`src/rtl/pip_pkg.sv`:
```
package pip_pkg;

    localparam int PIX_W = 24;

    typedef struct packed {
        logic [7:0] r;
        logic [7:0] g;
        logic [7:0] b;
    } rgb_t;

    typedef struct packed {
        logic de;
        logic hs;
        logic vs;
    } sync_t;

    function automatic logic in_span(input int pos, input int lo, input int len);
        return (pos >= lo) && (pos < lo + len);
    endfunction

endpackage

```
`src/rtl/pip_pos_tracker.sv`:
```
module pip_pos_tracker
    import pip_pkg::*;
#(
    parameter int H_ACT = 1920,
    parameter int V_ACT = 1080,
    parameter int WIN_X = 1240,
    parameter int WIN_Y = 50,
    parameter int WIN_W = 480,
    parameter int WIN_H = 270,
    localparam int COL_W  = $clog2(H_ACT + 1),
    localparam int LINE_W = $clog2(V_ACT + 1)
) (
    input  logic              clk,
    input  logic              rst,
    input  sync_t             sync_in,
    output logic              frame_start,
    output logic [COL_W-1:0]  col,
    output logic [LINE_W-1:0] line,
    output logic              in_win
);

    logic [COL_W-1:0]  col_q;
    logic [LINE_W-1:0] line_q;
    logic              de_q;
    logic              vs_q;

    assign frame_start = sync_in.vs && !vs_q;

    always_ff @(posedge clk) begin
        if (rst) begin
            col_q  <= '0;
            line_q <= '0;
            de_q   <= 1'b0;
            vs_q   <= 1'b0;
        end else begin
            de_q <= sync_in.de;
            vs_q <= sync_in.vs;
            col_q <= sync_in.de ? col_q + COL_W'(1) : '0;
            if (frame_start)
                line_q <= '0;
            else if (de_q && !sync_in.de)
                line_q <= line_q + LINE_W'(1);
        end
    end

    assign col    = col_q;
    assign line   = line_q;
    assign in_win = sync_in.de
                 && in_span(int'(col_q), WIN_X, WIN_W)
                 && in_span(int'(line_q), WIN_Y, WIN_H);

endmodule

```
`src/rtl/pip_addr_gen.sv`:
```
module pip_addr_gen
    import pip_pkg::*;
#(
    parameter int ADDR_W     = 22,
    parameter int THUMB_BASE = 2000 * 1080
) (
    input  logic              clk,
    input  logic              rst,
    input  logic              frame_start,
    input  logic              active,
    input  logic              in_win,
    output logic [ADDR_W-1:0] frame_addr,
    output logic [ADDR_W-1:0] thumb_addr
);

    localparam logic [ADDR_W-1:0] BASE = ADDR_W'(THUMB_BASE);

    logic [ADDR_W-1:0] fa_q;
    logic [ADDR_W-1:0] ta_q;

    always_ff @(posedge clk) begin
        if (rst || frame_start) begin
            fa_q <= '0;
            ta_q <= '0;
        end else begin
            if (active) fa_q <= fa_q + ADDR_W'(1);
            if (in_win) ta_q <= ta_q + ADDR_W'(1);
        end
    end

    assign frame_addr = fa_q;
    assign thumb_addr = BASE + ta_q;

    // thumbnail addressing restarts at the region base on each new frame
    a_r10_thumb_base_restart: assert property (@(posedge clk) disable iff (rst)
        frame_start |=> (thumb_addr == BASE));

endmodule

```
`src/rtl/pip_out_stage.sv`:
```
module pip_out_stage
    import pip_pkg::*;
(
    input  logic  clk,
    input  logic  rst,
    input  sync_t sync_in,
    input  rgb_t  frame_pix,
    input  rgb_t  thumb_pix,
    input  logic  in_win,
    input  logic  thumb_empty,
    output sync_t sync_out,
    output rgb_t  pix_out,
    output logic  underflow
);

    sync_t sync_q;
    rgb_t  pix_q;
    logic  uf_q;
    logic  use_thumb;
    logic  starve;

    assign use_thumb = in_win && !thumb_empty;
    assign starve    = in_win && thumb_empty;

    always_ff @(posedge clk) begin
        if (rst) begin
            sync_q <= '0;
            pix_q  <= '0;
            uf_q   <= 1'b0;
        end else begin
            sync_q <= sync_in;
            if (!sync_in.de)
                pix_q <= '0;
            else if (use_thumb)
                pix_q <= thumb_pix;
            else
                pix_q <= frame_pix;
            if (starve)
                uf_q <= 1'b1;
        end
    end

    assign sync_out  = sync_q;
    assign pix_out   = pix_q;
    assign underflow = uf_q;

    // strobes leave exactly one cycle after they arrive
    a_r5_sync_delay: assert property (@(posedge clk) disable iff (rst)
        !rst |=> (sync_out == $past(sync_in)));

    // a starved window pixel raises the flag on the next cycle
    a_r9_flag_raise: assert property (@(posedge clk) disable iff (rst)
        (in_win && thumb_empty) |=> underflow);

    // once raised the flag holds until reset
    a_r9_flag_sticky: assert property (@(posedge clk) disable iff (rst)
        underflow |=> underflow);

endmodule

```
`src/rtl/pip_compositor.sv`:
```
module pip_compositor
    import pip_pkg::*;
#(
    parameter int H_ACT      = 1920,
    parameter int V_ACT      = 1080,
    parameter int WIN_X      = 1240,
    parameter int WIN_Y      = 50,
    parameter int WIN_W      = 480,
    parameter int WIN_H      = 270,
    parameter int THUMB_BASE = 2000 * 1080,
    localparam int ADDR_W    = $clog2(THUMB_BASE + WIN_W * WIN_H)
) (
    input  logic              clk,
    input  logic              rst,
    input  logic              vid_de,
    input  logic              vid_hs,
    input  logic              vid_vs,
    input  logic [23:0]       frame_pix,
    input  logic [23:0]       thumb_pix,
    input  logic              thumb_empty,
    output logic              frame_pop,
    output logic              thumb_pop,
    output logic [ADDR_W-1:0] frame_addr,
    output logic [ADDR_W-1:0] thumb_addr,
    output logic [23:0]       pix_out,
    output logic              de_out,
    output logic              hs_out,
    output logic              vs_out,
    output logic              thumb_underflow
);

    localparam int COL_W  = $clog2(H_ACT + 1);
    localparam int LINE_W = $clog2(V_ACT + 1);

    sync_t             sync_in;
    sync_t             sync_out;
    rgb_t              pix_sel;
    logic              frame_start;
    logic              in_win;
    logic [COL_W-1:0]  col;
    logic [LINE_W-1:0] line;

    assign sync_in = '{de: vid_de, hs: vid_hs, vs: vid_vs};

    pip_pos_tracker #(
        .H_ACT(H_ACT), .V_ACT(V_ACT),
        .WIN_X(WIN_X), .WIN_Y(WIN_Y), .WIN_W(WIN_W), .WIN_H(WIN_H)
    ) u_track (
        .clk(clk), .rst(rst), .sync_in(sync_in),
        .frame_start(frame_start), .col(col), .line(line), .in_win(in_win)
    );

    pip_addr_gen #(
        .ADDR_W(ADDR_W), .THUMB_BASE(THUMB_BASE)
    ) u_addr (
        .clk(clk), .rst(rst), .frame_start(frame_start),
        .active(vid_de), .in_win(in_win),
        .frame_addr(frame_addr), .thumb_addr(thumb_addr)
    );

    pip_out_stage u_out (
        .clk(clk), .rst(rst), .sync_in(sync_in),
        .frame_pix(rgb_t'(frame_pix)), .thumb_pix(rgb_t'(thumb_pix)),
        .in_win(in_win), .thumb_empty(thumb_empty),
        .sync_out(sync_out), .pix_out(pix_sel), .underflow(thumb_underflow)
    );

    assign frame_pop = vid_de;
    assign thumb_pop = in_win && !thumb_empty;
    assign pix_out   = pix_sel;
    assign de_out    = sync_out.de;
    assign hs_out    = sync_out.hs;
    assign vs_out    = sync_out.vs;

    // the thumbnail queue is only popped on an active pixel that has data
    a_r3_pop_has_data: assert property (@(posedge clk) disable iff (rst)
        thumb_pop |-> (vid_de && !thumb_empty));

endmodule

```
`config.mk`:
```
export PLATFORM = sky130hd
export DESIGN_NAME = pip_compositor
export DESIGN_NICKNAME = d
export VERILOG_FILES = /design/src/rtl/pip_pkg.sv /design/src/rtl/pip_pos_tracker.sv /design/src/rtl/pip_addr_gen.sv /design/src/rtl/pip_out_stage.sv /design/src/rtl/pip_compositor.sv
export SDC_FILE = /design/constraint.sdc
export NUM_CORES = 1
export LEC_CHECK = 0
export ABC_CLOCK_PERIOD_IN_PS = 4600
export BUFFER_PORTS_ARGS = -buffer_cell sky130_fd_sc_hd__buf_4
export CAP_MARGIN = 10
export CORE_MARGIN = 2
export CORE_UTILIZATION = 55
export CTS_BUF_LIST = sky130_fd_sc_hd__clkbuf_4 sky130_fd_sc_hd__clkbuf_8
export CTS_CLUSTER_DIAMETER = 120
export DETAILED_ROUTE_END_ITERATION = 10
export PLACE_DENSITY = 0.86
export SETUP_SLACK_MARGIN = 0.15
export SLEW_MARGIN = 20
export SYNTH_ARGS = -nofsm -noshare
export SYNTH_HDL_FRONTEND = slang
export SYNTH_SLANG_ARGS = --single-unit
```
`constraint.sdc`:
```
create_clock -name clk -period 4.6 [get_ports clk]
set_clock_uncertainty 0.05 [all_clocks]
set_input_delay 0 -clock clk [delete_from_list [all_inputs] [get_ports clk]]
set_output_delay 0 -clock clk [all_outputs]
set_load 0.01 [all_outputs]
```
==> results.yml <==
run_status:
  status: "finished, final reports clean"
global_route:
  grt_max_degree: 56
  grt_pass1_wl_um: 18100
  overflow: 0
  grt_pass1_vias: 3999
  antenna_found_initial: 0
  track_usage_pct: 26.4
finish:
  layout_commonest_cell: "buf_4"
  diodes: 0
  fin_area_um2: 5920
  final_cell_mix: "buf_4 (131), dfxtp_1 (94), dlygate4sd3_1 (52)"
  instances_no_fill: 780
  syn_to_final_growth_pct: 38.2
  drive_above_1_share_pct: 22.4
  fillerInstances: 514
  nNetsFinal: 736
floorplan:
  die_x_um: 92.2
  die_h_um: 92.2
  rows: 32
  die-area_um2: 8510
  ios: 128
  initial_core_util_pct: 56.0
  coreArea_um2: 7650
worst_setup_path:
  critPathCapture: "thumb_addr[21]"
  reg2reg_depth: 7
  worst_setup_path_start_kind: "flip-flop"
  r2r_start: "u_track.line[2]"
  cp-end-kind: "output port"
  critPathMaxStageDelay_ns: 0.47
  crit_start: "u_addr.ta_q[7]"
  crit_path_cell_trace: "inv_1 -> ha_1 -> nor2b_1 -> o21ai_0 -> a31oi_1 -> nand3_1 -> xor2_1 -> buf_4"
  cp.depth: 8
  arrival_ns: 2.38
  crit_family: "compound AO/OA/AOI/OAI gates"
  rrSetupSlack_ns: 2.21
  critical_path_class: "flip-flop to output port"
  crit_slowest_cell: "dfxtp_1"
  worstPathRequired_ns: 4.55
  crit_fanout: 8
  timing.rr.end: "u_out.pix_out[18]"
  critPathBufInv: 2
logic_synthesis:
  synth_warnings: 0
  synth_area_leaders: "dfxtp_1 (44%), xnor2_1 (6.3%), nand3_1 (5.8%)"
  netlist.area_leader.share_pct: 43.9
  syn_avg_cell_area_um2: 8.30
  postSynth.asyncResetShare_pct: 0
  synth-edff-count: 0
  synth_top_area_cell: "dfxtp_1"
  synth-seq-cells: 94
  netlist_area_um2: 4280
  yosysSeqAreaShare_pct: 43.9
  netlist-cell-type-count: 41
  syn_nets: 577
  synthFlopType: "dfxtp_1"
  postSynthCellCount: 516
power:
  p_per_area_nw_per_um2: 243
  leakage_uw: 0.00236
  vdd_drop_max_mv: 0.168
route:
  drcViolationCount: 0
  via_per_inst: 5.37
  firstDrtPassIters: 4
  drt_iter0_drc: 121
  wl_per_cell_um: 14.0
  vias: 4185
  dr_wl_met3_um: 547
  dr_wl_met2_um: 5460
  top_layer: "met4"
  wl_um: 10900
  met1Wirelength_um: 4600
  ant_nets: 0
clock_tree:
  clk_pin_slew_ns: 0.09
  cts_root_buf: "clkbuf_8"
  clock_latency_ns: 0.35
  cts_max_level: 3
  cts_made_buffers: 9
  clockBufferDepth: 2
  cts_resized: 0
  cts_sinks: 94
  cts_tree: "yes"
placed_design:
  port_buffers: 127
  placed_cell_area_um2: 5230
  place_hpwl_um: 6780
  placedCellCount: 713
  gp_congestion: 0.793
sta:
  tightest_slew_ns: 0.751
  rsz0062_at_grt: "false"
  tns_ns: 0
  setup_viol: 0
  drv_slew: 0
  max_slew_margin_pct: 49.9
  max_freq_mhz: 412
  hold_viol: 0
  period_share_pct: 52.8
  period_minus_slack_ns: 2.43
min_path:
  min_delay_path_depth: 4
  hold_class: "input port to flip-flop"
run:
  cap_viol_max_count: 0
[Yosys cell counts (all sizes together) (2+ instances only)]
master   n
nor3    13
a31oi    2
nor4     4
dfxtp   94
o31ai   12
and4     5
or3     16
or4     12
and2     3
xor2    18
nand2   42
o21ai   40
nand3   50
xnor2   31
buf     12
nor2    44
ha       7
nor2b    4
nand4   12
clkbuf  24
mux2i    3
inv     23
a21oi   25
and3     9
[final cells by class]
class                   instances  area, um2  share of cell area, %
clock buffers                  10        138                   2.32
clock inverters                 4       25.0                  0.423
inverters                      23       86.3                   1.46
multi-input cells             363       2150                   36.3
flip-flops and latches         94       1880                   31.8
well taps                     102        128                   2.16
repair buffers                184       1520                   25.6
[worst min-delay path by stage]
stage | startpoint | to | slack (ns)
final | thumb_empty | u_out.underflow | 0.03
after floorplan | rst | u_out.sync_out[0] | 0.02
after global routing | thumb_empty | u_out.underflow | 0.05
after global placement | rst | u_out.sync_out[0] | 0.14
after detailed placement | rst | u_out.sync_out[0] | 0.15
after CTS | thumb_empty | u_out.underflow | 0.03
[where the power goes]
group / switching (uW) / internal [uW] / leakage (uW)
registers: 5.72 / 825 / 0.000762
logic: 53.7 / 77.8 / 0.00152
clock network: 272 / 203 / 0.0000800
total: 331 / 1110 / 0.00236
[worst register-to-register path, stage by stage (launching register included)]
cell and delay, ns:
dfxtp_1 0.36, o311ai_0 0.38, nand3_1 0.16, nand4_1 0.12, buf_4 0.38, nand3_1 0.17
o21ai_0 0.13, dlygate4sd3_1 0.59
[flip-flops by register name, indices dropped and copies added (netlist names)]
name,flops
u_track.line,11
u_out.underflow,1
u_out.pix_out,24
u_addr.ta_q,22
u_addr.frame_addr,22
u_out.sync_out,3
u_track.col,11
[through the flow]
stage / power, uW / utilization [%] / hold WS [ns] / setup slack, ns
after floorplan: 888 / - / 0.0216 / 2.47
after global placement: 943 / 68.3 / 0.143 / 1.85
after detailed placement: 945 / 68.3 / 0.146 / 1.78
after CTS: 1440 / 77.3 / 0.0280 / 1.75
after global routing: 1490 / 77.4 / 0.0521 / 1.93
final: 1440 / 77.4 / 0.0327 / 2.17
[layer usage]
layer  GRT usage [%]  up-vias
li1                -     2100
met1            31.1     1949
met2            46.6      111
met3            5.34       25
met4            10.8        0
met5               0        -
[cell families after synthesis]
logic type	share of synthesized area, %
and+or+nand+nor	25.9
DFF	43.9
AOI/OAI and AO/OA	11.5
buffers and inverters	5.93
xor gates and xnor gates	10.0
adders and majority gates	2.04
muxes	0.701
[timing repair]
| action | in CTS | in global routing |
|---|---|---|
| setup buffers | 0 | 0 |
| hold endpoints to repair | 30 | 0 |
| hold buffers | 52 | 0 |
Power figures use the tool's default switching activity.
